File: src/rtl/nps_pkg.sv
// Shared definitions for the NAND frame program sequencer.
// Assumes the bridge decodes the 4-bit port codes listed here.
package nps_pkg;

    typedef enum logic [4:0] {
        ST_IDLE, ST_CE_ON, ST_ALE_OFF_A, ST_SPARE_ON, ST_UNPROT,
        ST_CMD_LOAD, ST_ALE_ON, ST_ADDR0, ST_ADDR1, ST_ADDR2,
        ST_ALE_OFF_B, ST_FRAME, ST_CMD_PROG, ST_CMD_STAT, ST_POLL,
        ST_PROT, ST_FINAL, ST_CE_OFF
    } step_e;

    localparam logic [3:0] PORT_DATA    = 4'h0;
    localparam logic [3:0] PORT_CMD     = 4'h1;
    localparam logic [3:0] PORT_ALE_ON  = 4'h2;
    localparam logic [3:0] PORT_ALE_OFF = 4'h3;
    localparam logic [3:0] PORT_SPARE   = 4'h4;
    localparam logic [3:0] PORT_WP_ON   = 4'h6;
    localparam logic [3:0] PORT_WP_OFF  = 4'h7;
    localparam logic [3:0] PORT_CE_ON   = 4'h8;
    localparam logic [3:0] PORT_CE_OFF  = 4'h9;

    localparam logic [7:0] OP_LOAD = 8'h80;
    localparam logic [7:0] OP_PROG = 8'h10;
    localparam logic [7:0] OP_STAT = 8'h70;

    typedef struct packed {
        logic [3:0] port;
        logic [7:0] data;
        logic       rd;
    } access_t;

endpackage

File: src/rtl/nps_strobe_timer.sv
// Access timer: runs one strobe of hold_cyc cycles (minimum 1) and then a gap.
// Assumes GAP_CYC >= 2. The idle cycle after the gap is the last gap cycle.
module nps_strobe_timer #(
    parameter int HOLD_W  = 4,
    parameter int GAP_CYC = 2
) (
    input  logic              clk,
    input  logic              rst_n,
    input  logic              run,
    input  logic [HOLD_W-1:0] hold_cyc,
    output logic              strobe,
    output logic              strobe_last,
    output logic              slot_done
);
    localparam int GAP_W = $clog2(GAP_CYC) + 1;
    localparam int CW    = (HOLD_W > GAP_W) ? HOLD_W : GAP_W;

    typedef enum logic [1:0] {T_IDLE, T_STB, T_GAP} tphase_e;
    tphase_e       phase;
    logic [CW-1:0] cnt;

    // Phase and countdown for the current access slot.
    always_ff @(posedge clk) begin
        if (!rst_n) begin
            phase <= T_IDLE;
            cnt   <= '0;
        end else begin
            case (phase)
                T_IDLE: if (run) begin
                    phase <= T_STB;
                    cnt   <= (hold_cyc == '0) ? '0 : CW'(hold_cyc - 1'b1);
                end
                T_STB: if (cnt == '0) begin
                    phase <= T_GAP;
                    cnt   <= CW'(GAP_CYC - 2);
                end else begin
                    cnt <= cnt - 1'b1;
                end
                default: if (cnt == '0) phase <= T_IDLE;
                         else cnt <= cnt - 1'b1;
            endcase
        end
    end

    assign strobe      = (phase == T_STB);
    assign strobe_last = strobe && (cnt == '0);
    assign slot_done   = (phase == T_GAP) && (cnt == '0);

endmodule

File: src/rtl/nps_lane_pick.sv
// Frame byte selector: word index from the upper byte-index bits,
// byte lane from the two low bits (lane 0 is the least significant byte).
module nps_lane_pick #(
    parameter int IDX_W = 5
) (
    input  logic [IDX_W-1:0] byte_idx,
    input  logic [31:0]      buf_word,
    output logic [IDX_W-3:0] word_idx,
    output logic [7:0]       byte_out
);
    logic [7:0] lanes [4];

    for (genvar g = 0; g < 4; g++) begin : g_lane
        assign lanes[g] = buf_word[8*g +: 8];
    end

    assign word_idx = byte_idx[IDX_W-1:2];
    assign byte_out = lanes[byte_idx[1:0]];

endmodule

File: src/rtl/nps_poll_guard.sv
// Counts busy status polls. Flags expiry after POLL_LIMIT busy polls in a row.
// Assumes clear is held while the read-status command is in progress.
module nps_poll_guard #(
    parameter int POLL_LIMIT = 8
) (
    input  logic clk,
    input  logic rst_n,
    input  logic clear,
    input  logic busy_seen,
    output logic expired
);
    localparam int CW = $clog2(POLL_LIMIT + 1);
    logic [CW-1:0] cnt;

    // Saturating count of busy polls.
    always_ff @(posedge clk) begin
        if (!rst_n || clear)                 cnt <= '0;
        else if (busy_seen && !expired)      cnt <= cnt + 1'b1;
    end

    assign expired = (cnt >= CW'(POLL_LIMIT));

    a_r10_count_bound: assert property (@(posedge clk) disable iff (!rst_n)
        cnt <= CW'(POLL_LIMIT));

endmodule

File: src/rtl/nand_prog_seq.sv
// NAND frame program sequencer: issues the fixed order of bridge accesses
// that program one 32-byte frame, then reports done and fail.
// Assumes br_rdata is valid in the last strobe cycle of a read; status bit 6
// set means ready, bit 0 set means program error.
module nand_prog_seq
    import nps_pkg::*;
#(
    parameter int FRAME_BYTES = 32,
    parameter int HOLD_W      = 4,
    parameter int GAP_CYC     = 2,
    parameter int POLL_LIMIT  = 8,
    parameter int RDY_BIT     = 6,
    localparam int IDX_W      = $clog2(FRAME_BYTES),
    localparam int WIDX       = IDX_W - 2
) (
    input  logic              clk,
    input  logic              rst_n,
    input  logic              start,
    input  logic [HOLD_W-1:0] hold_cyc,
    input  logic [23:0]       dest_addr,
    output logic [WIDX-1:0]   buf_idx,
    input  logic [31:0]       buf_word,
    output logic [3:0]        br_port,
    output logic [7:0]        br_wdata,
    output logic              br_wr,
    output logic              br_rd,
    input  logic [7:0]        br_rdata,
    output logic              done,
    output logic              fail
);
    step_e            step;
    logic [IDX_W-1:0] byte_idx;
    logic             rdy_q, fail_q, done_q;
    logic             strobe, strobe_last, slot_done, expired;
    logic [7:0]       frame_byte;
    access_t          acc;

    nps_strobe_timer #(.HOLD_W(HOLD_W), .GAP_CYC(GAP_CYC)) u_timer (
        .clk(clk), .rst_n(rst_n), .run(step != ST_IDLE), .hold_cyc(hold_cyc),
        .strobe(strobe), .strobe_last(strobe_last), .slot_done(slot_done));

    nps_lane_pick #(.IDX_W(IDX_W)) u_lane (
        .byte_idx(byte_idx), .buf_word(buf_word),
        .word_idx(buf_idx), .byte_out(frame_byte));

    nps_poll_guard #(.POLL_LIMIT(POLL_LIMIT)) u_guard (
        .clk(clk), .rst_n(rst_n), .clear(step == ST_CMD_STAT),
        .busy_seen(strobe_last && step == ST_POLL && !br_rdata[RDY_BIT]),
        .expired(expired));

    // Port, data and direction of the access for the current step.
    always_comb begin
        acc = '{port: PORT_DATA, data: 8'h00, rd: 1'b0};
        case (step)
            ST_CE_ON:     acc.port = PORT_CE_ON;
            ST_ALE_OFF_A: acc.port = PORT_ALE_OFF;
            ST_SPARE_ON:  acc.port = PORT_SPARE;
            ST_UNPROT:    acc.port = PORT_WP_OFF;
            ST_CMD_LOAD:  begin acc.port = PORT_CMD; acc.data = OP_LOAD; end
            ST_ALE_ON:    acc.port = PORT_ALE_ON;
            ST_ADDR0:     acc.data = dest_addr[7:0];
            ST_ADDR1:     acc.data = dest_addr[15:8];
            ST_ADDR2:     acc.data = dest_addr[23:16];
            ST_ALE_OFF_B: acc.port = PORT_ALE_OFF;
            ST_FRAME:     acc.data = frame_byte;
            ST_CMD_PROG:  begin acc.port = PORT_CMD; acc.data = OP_PROG; end
            ST_CMD_STAT:  begin acc.port = PORT_CMD; acc.data = OP_STAT; end
            ST_POLL:      acc.rd = 1'b1;
            ST_PROT:      acc.port = PORT_WP_ON;
            ST_FINAL:     acc.rd = 1'b1;
            ST_CE_OFF:    acc.port = PORT_CE_OFF;
            default:      ;
        endcase
    end

    // Step sequencing, frame byte counting, status capture and done pulse.
    always_ff @(posedge clk) begin
        if (!rst_n) begin
            step     <= ST_IDLE;
            byte_idx <= '0;
            rdy_q    <= 1'b0;
            fail_q   <= 1'b0;
            done_q   <= 1'b0;
        end else begin
            done_q <= 1'b0;
            if (strobe_last && step == ST_POLL)  rdy_q  <= br_rdata[RDY_BIT];
            if (strobe_last && step == ST_FINAL) fail_q <= br_rdata[0];
            if (step == ST_IDLE) begin
                if (start) begin
                    step     <= ST_CE_ON;
                    byte_idx <= '0;
                    fail_q   <= 1'b0;
                end
            end else if (slot_done) begin
                case (step)
                    ST_FRAME:
                        if (byte_idx == IDX_W'(FRAME_BYTES - 1)) step <= ST_CMD_PROG;
                        else byte_idx <= byte_idx + 1'b1;
                    ST_POLL:
                        if (rdy_q) step <= ST_PROT;
                        else if (expired) begin
                            step   <= ST_CE_OFF;
                            fail_q <= 1'b1;
                        end
                    ST_CE_OFF: begin
                        step   <= ST_IDLE;
                        done_q <= 1'b1;
                    end
                    default: step <= step_e'(step + 5'd1);
                endcase
            end
        end
    end

    assign br_port  = acc.port;
    assign br_wdata = acc.data;
    assign br_wr    = strobe && !acc.rd;
    assign br_rd    = strobe && acc.rd;
    assign done     = done_q;
    assign fail     = fail_q;

    logic unused_status_bits;
    assign unused_status_bits = ^{br_rdata[7], br_rdata[5:1]};

    a_r12_strobe_exclusive: assert property (@(posedge clk) disable iff (!rst_n)
        !(br_wr && br_rd));
    a_r11_steady_during_strobe: assert property (@(posedge clk) disable iff (!rst_n)
        ((br_wr || br_rd) && $past(br_wr || br_rd)) |-> ($stable(br_port) && $stable(br_wdata)));
    a_r11_low_after_strobe: assert property (@(posedge clk) disable iff (!rst_n)
        $fell(br_wr || br_rd) |=> !(br_wr || br_rd));
    a_r9_done_single: assert property (@(posedge clk) disable iff (!rst_n)
        done |=> !done);
    a_r9_done_quiet: assert property (@(posedge clk) disable iff (!rst_n)
        done |-> !(br_wr || br_rd));

endmodule

File: config.mk
export PLATFORM = sky130hd
export DESIGN_NAME = nand_prog_seq
export DESIGN_NICKNAME = d
export VERILOG_FILES = /design/src/rtl/nps_pkg.sv /design/src/rtl/nps_strobe_timer.sv /design/src/rtl/nps_lane_pick.sv /design/src/rtl/nps_poll_guard.sv /design/src/rtl/nand_prog_seq.sv
export SDC_FILE = /design/constraint.sdc
export NUM_CORES = 1
export LEC_CHECK = 0
export ABC_AREA = 1
export BUFFER_PORTS_ARGS = -buffer_cell sky130_fd_sc_hd__buf_2
export CORE_ASPECT_RATIO = 0.6
export CORE_MARGIN = 10
export CORE_UTILIZATION = 40
export CTS_BUF_LIST = sky130_fd_sc_hd__clkbuf_4 sky130_fd_sc_hd__clkbuf_8
export DETAILED_ROUTE_END_ITERATION = 10
export PLACE_DENSITY_LB_ADDON = 0.15
export SLEW_MARGIN = 20
export SYNTH_ARGS = -nofsm -noshare
export SYNTH_HDL_FRONTEND = slang
export SYNTH_SLANG_ARGS = --single-unit
File: constraint.sdc
create_clock -name clk -period 2.45 [get_ports clk]
set_clock_uncertainty 0.2 [all_clocks]
set_input_delay 0.1225 -clock clk [delete_from_list [all_inputs] [get_ports clk]]
set_output_delay 0.1225 -clock clk [all_outputs]
set_load 0.02 [all_outputs]
Word-level counts from Yosys, hierarchy flattened. Cells that the tools add are included. W data, S select, Z words.

Register bits: 23. Output and inout port bits: 19. Logic and storage cells: 109.

$add $sub $neg: 5. Order comparisons: 2. Equality and inequality tests: 27. Mux-type cells: 35. Bitwise gates (word level): 3. Reduce and logical (&&, ||, !) cells: 29.

Operators by type and width (count): $pmux W8 S7 (1); $mux W5 (11); $eq A5 B4 Y1 const B (8); $pmux W4 S8 (1); $eq A5 B3 Y1 const B (4); $bmux W8 S2 (1); $mux W4 (4); $mux W8 (2); $eq A5 B5 Y1 const B (3); $pmux W5 S3 (1); $add A5 B1 Y5 const B (2); $eq A5 B2 Y1 const B (2); $mux W1 (9); $logic_and A1 B1 Y1 (8); $logic_not A4 Y1 (2); $pmux W4 S2 (1); $reduce_and A4 Y1 (2); $sub A4 B1 Y4 const B (2); $mux W2 (3); $ne A3 B3 Y1 const B (2); $reduce_bool A2 Y1 (3); $reduce_or A3 Y1 (2); $eq A5 B1 Y1 const B (1); $logic_not A5 Y1 (1); other kinds (18) (25).

Depth between registers and ports, before layout. Gate-level depths: netlist (run 1).

Word-level depth: 9. Depth in mapped cells: 12. Depth with buffers taken out: 12.

Cells and area by module. From an unflattened synthesis (run 1), not the netlist that was laid out.

Cell total of the unflattened synthesis: 418. Area total of the unflattened synthesis: 2504.9 um^2.

By module, submodules not included: nand_prog_seq (times used 1, cells each 213, area an instance 1380.1 um^2, seq. area each 260.2 um^2); nps_strobe_timer (times used 1, cells each 76, area an instance 488.0 um^2, seq. area each 120.1 um^2); nps_lane_pick (times used 1, cells each 97, area an instance 417.9 um^2, seq. area each 0.0 um^2); nps_poll_guard (times used 1, cells each 32, area an instance 219.0 um^2, seq. area each 80.1 um^2).

Least setup slack after synthesis (run 1). Ideal clock, no wire load.

Path kind: register -> output. From: register step[1]. To: output br_wdata[4]. Arrival: 1.415 ns. Required time: 2.128 ns. Slack: 0.713 ns. Cell stages (with the launch flop): 10. Buffers on the path: 0. Path through: dfxtp_1 inv_1 ha_1 inv_1 nor2_1 inv_1 nor3_2 nand2_1 nand4_1 a21o_1.

Longest elaborated chain between the ends: 2.

RTL lines: start, declared (RTL line nand_prog_seq.sv:31) `step_e step;`; start signal, assigned (RTL line nand_prog_seq.sv:109) `default: step <= step_e'(step + 5'd1);`; $eq A5 B4 Y1 or $eq A5 B3 Y1 (tied branches) (RTL line nand_prog_seq.sv:54) `case (step)`; $pmux W8 S7 (*) (RTL line nand_prog_seq.sv:54); end, declared (RTL line nand_prog_seq.sv:24) `output logic [7:0] br_wdata,`.

Mark *: on every way between the ends. The rest lies on a longest branch, timed or not.

Worst setup path in the final report (run 1).
From: register step[0]. To: output br_wdata[4].

The elaborated chain is that of the path after synthesis.

==> results of run 1 <==
-- cell usage after synthesis, types with 4 or more instances --
cell type  number
nand2_1        92
nand4_1        12
nor3_1          5
nand3_1        20
ha_1           12
nor2_1         56
o22ai_1         8
o21ai_0        27
buf_4           4
a21oi_1        23
nor2_2          4
dfxtp_1        23
xor2_1          6
inv_1          41
-- through the flow --
step | power (W) | cell area, sq um | worst slack, ns | util, %
after detailed placement | 0.00217 | 2530 | 0.327 | 50.4
after global placement | 0.00215 | 2530 | 0.389 | 50.4
after floorplan | 0.00170 | 2060 | 0.713 | -
after global routing | 0.00271 | 2630 | 0.00895 | 52.2
after CTS | 0.00243 | 2610 | 0.0893 | 51.9
final | 0.00245 | 2630 | 0.185 | 52.2
-- layout make-up --
cell class                      instances  share of cell area, %
Clock buffer                            3                   1.57
Clock inverter                          1                  0.190
Inverter                               43                   6.14
Multi-Input combinational cell        277                   53.2
Sequential cell                        23                   17.6
Tap cell                               66                   3.14
Timing Repair Buffer                   90                   18.1
-- metal layers --
layer,share of wire (%),global-route usage [%]
met1,47,20.3
met2,45,21.9
met3,7.4,3.30
met4,0.38,2.38
met5,0,0
-- critical path: stages (launching register included) --
cell     delay (ns)
dfxtp_1        0.43
ha_1           0.19
inv_1          0.06
nor2_2         0.14
inv_1          0.10
nor3_4         0.33
nand2_1        0.09
nand4_1        0.10
a21o_1         0.09
buf_2          0.15
-- flip-flops by register name, summed over array words and instances (netlist names) --
name           cells
step               5
u_timer.phase      2
fail               1
byte_idx           5
rdy_q              1
done               1
u_timer.cnt        4
u_guard.cnt        4
-- timing repair --
item	4_1_cts	5_1_grt
endpoints found under the setup margin	0	8
endpoints found under the hold margin	13	0
hold buffers	3	0
gates resized for setup	0	7
-- kinds of logic after synthesis --
kind of cell / share of synthesized area, %
adders and majority gates: 7.28
buffers and inverters: 10.6
and+or+nand+nor: 40.6
xor gates and xnor gates: 2.55
DFF: 22.3
AOI/OAI and AO/OA: 16.7
-- power by group --
| part | switching (W) | internal (W) | total (W) |
|---|---|---|---|
| clock network | 0.000138 | 0.000114 | 0.000252 |
| registers | 0.000122 | 0.000460 | 0.000582 |
| logic | 0.00107 | 0.000545 | 0.00162 |
-- path summary, 6_finish.rpt --
check / from / endpoint / slack (ns) / cells past startpoint
setup / recovery: step[0] / br_wdata[4] / 0.19 / 9
hold / removal: hold_cyc[0] / u_timer.cnt[0] / 0.04 / 4
setup reg to reg: byte_idx[0] / step[4] / 0.31 / 10
hold reg to reg: byte_idx[4] / byte_idx[4] / 0.29 / 2
==> out/results.ini, run 1 <==
[die]
start_util_pct = 41.0
coreArea_sq_mm = 0.00503
dieHeight_um = 75.6
ios = 90
num_rows = 20
die_w_um = 113
dieArea_sq_mm = 0.00853

[pwr]
p_per_area_mw_per_mm2 = 933
p_leak_nw = 1.36
ir_drop_mv = 0.600

[placement]
dp_hpwl_mm = 5.44
place_congestion = 0.869
port_buffers = 83
dp.cells = 496

[clock_tree]
cts_tree = built
clk_latency_ns = 0.28
postCtsSetupRepairBufs = 0
cts_buffers = 3
clk_pin_slew_ns = 0.09
cts.sinks = 23
cts-root-buf = clkbuf_8
clockBufferDepth = 2
htree_levels = 1

[final_layout]
seq_area_sq_um = 463
antenna_cells = 0
nFillCells = 516
nNetsFinal = 521
multi_input_area_sq_mm = 0.00140
layout_common_cells = 91 x nand2_1, 83 x buf_2, 54 x nor2_1, 40 x inv_1, 27 x o21ai_0
instances_no_fill = 503
drive_gt1_share_pct = 24.9
final_common_cell = nand2_1
syn2layout_area_growth_pct = 27.3

[run]
drv_cap = 0

[route]
drt_iter0_drc = 146
drt_pass1_iterations = 5
ant_nets = 0
drt-wirelength-per-cell_um = 13.1
vias = 2463
vias_per_cell = 4.90
drc = 0
wl_mm = 6.61

[run_status]
outcome = completed

[setup_path]
crit_path_start_kind = flop
crit_required_ns = 2.13
cp.arrival_ns = 1.94
setup.worst_path.class = flop to output port
cp_max_fo = 8
critPathCaptureType = output port

[sta]
fin_crit_sh_pct = 92.4
worst_pin_slew_ns = 0.441
slew_violations = 0
period_minus_slack_ns = 2.26
fmax_mhz = 442
rsz0062_at_grt = false
final_hold_viol_count = 0
hold_slack_ns = 0.0443
fin_setup_tns_ns = 0
maxSlewHeadroom_pct = 70.6
setup_viol = 0

[global_route]
grt_pass1_vias = 2176
grt.total_usage_pct = 14.4
grt_pass1_wl_mm = 10.3
antenna_found_initial = 0
grt_overflow_total = 0
grt_max_degree = 18

[synth]
synth_flop_cell = dfxtp_1
ys_seq_area_share_pct = 22.3
yosysUniqueCellTypes = 27
yosys.area.top_type = dfxtp_1
synth_area_leaders = dfxtp_1 22%, nand2_1 17%, nor2_1 10%, inv_1 7.5%, ha_1 7.3%
synth_area_per_cell_sq_um = 5.84
ys_ff_latch = 23
synth_edf_count = 0
synthArstFlopShare_pct = 0
synthCells = 353
syn_area_sq_mm = 0.00206
ys_warn_count = 0
syn-num-nets = 436
synth.top_cell.area_share_pct = 22.3

[hold_path]
hold_class = input pin to flop

Note: power is estimated with default switching activity, not from simulation.
==> run 2, diff against run 1 <==
CAP_MARGIN = 20   (was unset)
CORE_UTILIZATION = 45   (was 40)
==> run 2 against run 1 <==
Compared with the run above: fmax is 0.25% higher; core utilization is 9.0 points higher; worst hold slack worse by 0.023 ns; first-iteration DRC count increased by 17%; largest power group unchanged.
==> out/results.ini, run 2 (synthesis gave the netlist of run 1 again) <==
[final_layout]
seq_area_sq_um = 462
syn2layout_area_growth_pct = 26.4
nNetsFinal = 520
layout_common_cells = 92 x nand2_1, 83 x buf_2, 54 x nor2_1, 40 x inv_1, 27 x o21ai_0
largestRegisters = byte_idx x5, step x5
final_common_cell = nand2_1
antenna_cells = 0
drive_gt1_share_pct = 24.3
design_area_sq_mm = 0.00261
nFillCells = 419
multi_input_area_sq_mm = 0.00140

[sta]
setup_slack_ns = 0.191
hold_slack_ns = 0.0216
setup_viol = 0
fin_crit_sh_pct = 92.2
maxSlewHeadroom_pct = 70.8
rsz0062_at_grt = true
worst_pin_slew_ns = 0.438
fmax_mhz = 443
fin_setup_tns_ns = 0
final_hold_viol_count = 0
period_minus_slack_ns = 2.26
slew_violations = 0

[route]
drt-wirelength-per-cell_um = 13.4
ant_nets = 0
drt_pass1_iterations = 7
wl_mm = 6.63
drt_iter0_drc = 171
vias_per_cell = 4.91
drc = 0
vias = 2437

[setup_path]
r2r_cells = 11
cp.arrival_ns = 1.94
critPathCaptureType = output port
cp_max_fo = 8
crit_path_start_kind = flop
setup.worst_path.class = flop to output port
crit_required_ns = 2.13

[placement]
place_ws_ns = 0.248
dpl_cell_area_sq_mm = 0.00252
port_buffers = 83
place_congestion = 0.920
dp_hpwl_mm = 5.50

[global_route]
grt.total_usage_pct = 16.5
grt_pass1_wl_mm = 10.8
grt_overflow_total = 0
antenna_found_initial = 0
grt_max_degree = 21
grt_pass1_vias = 2235

[run]
drv_cap = 0

[die]
die_w_um = 107
dieHeight_um = 72.5
ios = 90
coreArea_sq_mm = 0.00426
dieArea_sq_mm = 0.00778
start_util_pct = 48.5
num_rows = 18

[clock_tree]
clk_latency_ns = 0.28
cts.sinks = 23
clockBufferDepth = 2
clk_pin_slew_ns = 0.09
cts_buffers = 3
cts_tree = built
cts-root-buf = clkbuf_8
htree_levels = 1

[hold_path]
hold_class = input pin to flop
hold_path_depth = 4

[pwr]
ir_drop_mv = 0.603
p_per_area_mw_per_mm2 = 926
p_leak_nw = 1.36

[run_status]
outcome = completed

[run 2: worst max-delay path, stage by stage, from the launching register on]
cell and delay, ns:
dfxtp_1 0.42, ha_1 0.19, inv_1 0.05, nor2_1 0.16
inv_1 0.11, nor3_4 0.29, nand2_1 0.09, nand4_1 0.11
a21o_1 0.09, buf_2 0.15
[run 2: area by class of cell]
type / instances / share of cell area (%)
Sequential cell: 23 / 17.7
Inverter: 43 / 6.19
Multi-Input combinational cell: 277 / 53.5
Tap cell: 60 / 2.88
Clock inverter: 1 / 0.192
Clock buffer: 3 / 1.58
Timing Repair Buffer: 89 / 17.9
[run 2: timing repair]
item                                    in CTS  in global routing
buffers inserted                             0                  0
endpoints found under the setup margin       0                 13
hold endpoints to repair                    12                  0
hold buffers                                 3                  0
gates resized for setup                      0                  5
[run 2: per-layer routing]
layer | wire (um) | vias up | global-route usage (%)
li1 | - | 1310 | -
met1 | 3040 | 1058 | 22.3
met2 | 3060 | 64 | 26.3
met3 | 497 | 5 | 4.50
met4 | 23 | 0 | 1.77
met5 | 0 | - | 0
[run 2: through the flow]
step | power [W] | util [%] | cells
finish | 0.00242 | 61.3 | 496
global route | 0.00267 | 61.3 | 496
CTS | 0.00239 | 61.0 | 496
detailed placement | 0.00213 | 59.2 | 489
global placement | 0.00211 | 59.2 | 489
floorplan | 0.00170 | - | 353
[run 2: report_power, final]
part           switching [W]  internal, W  total [W]  leakage, nW
registers           0.000108     0.000458   0.000567        0.188
logic                0.00106     0.000530    0.00159         1.14
clock network       0.000144     0.000114   0.000258       0.0255
total                0.00131      0.00110    0.00242         1.36
[run 2: worst paths after layout]
check                      start  slack (ns)        endpoint
hold reg to reg   u_guard.cnt[2]        0.29  u_guard.cnt[2]
hold / removal       hold_cyc[0]        0.02  u_timer.cnt[0]
setup reg to reg         step[0]        0.29         step[1]
setup / recovery         step[0]        0.19     br_wdata[4]
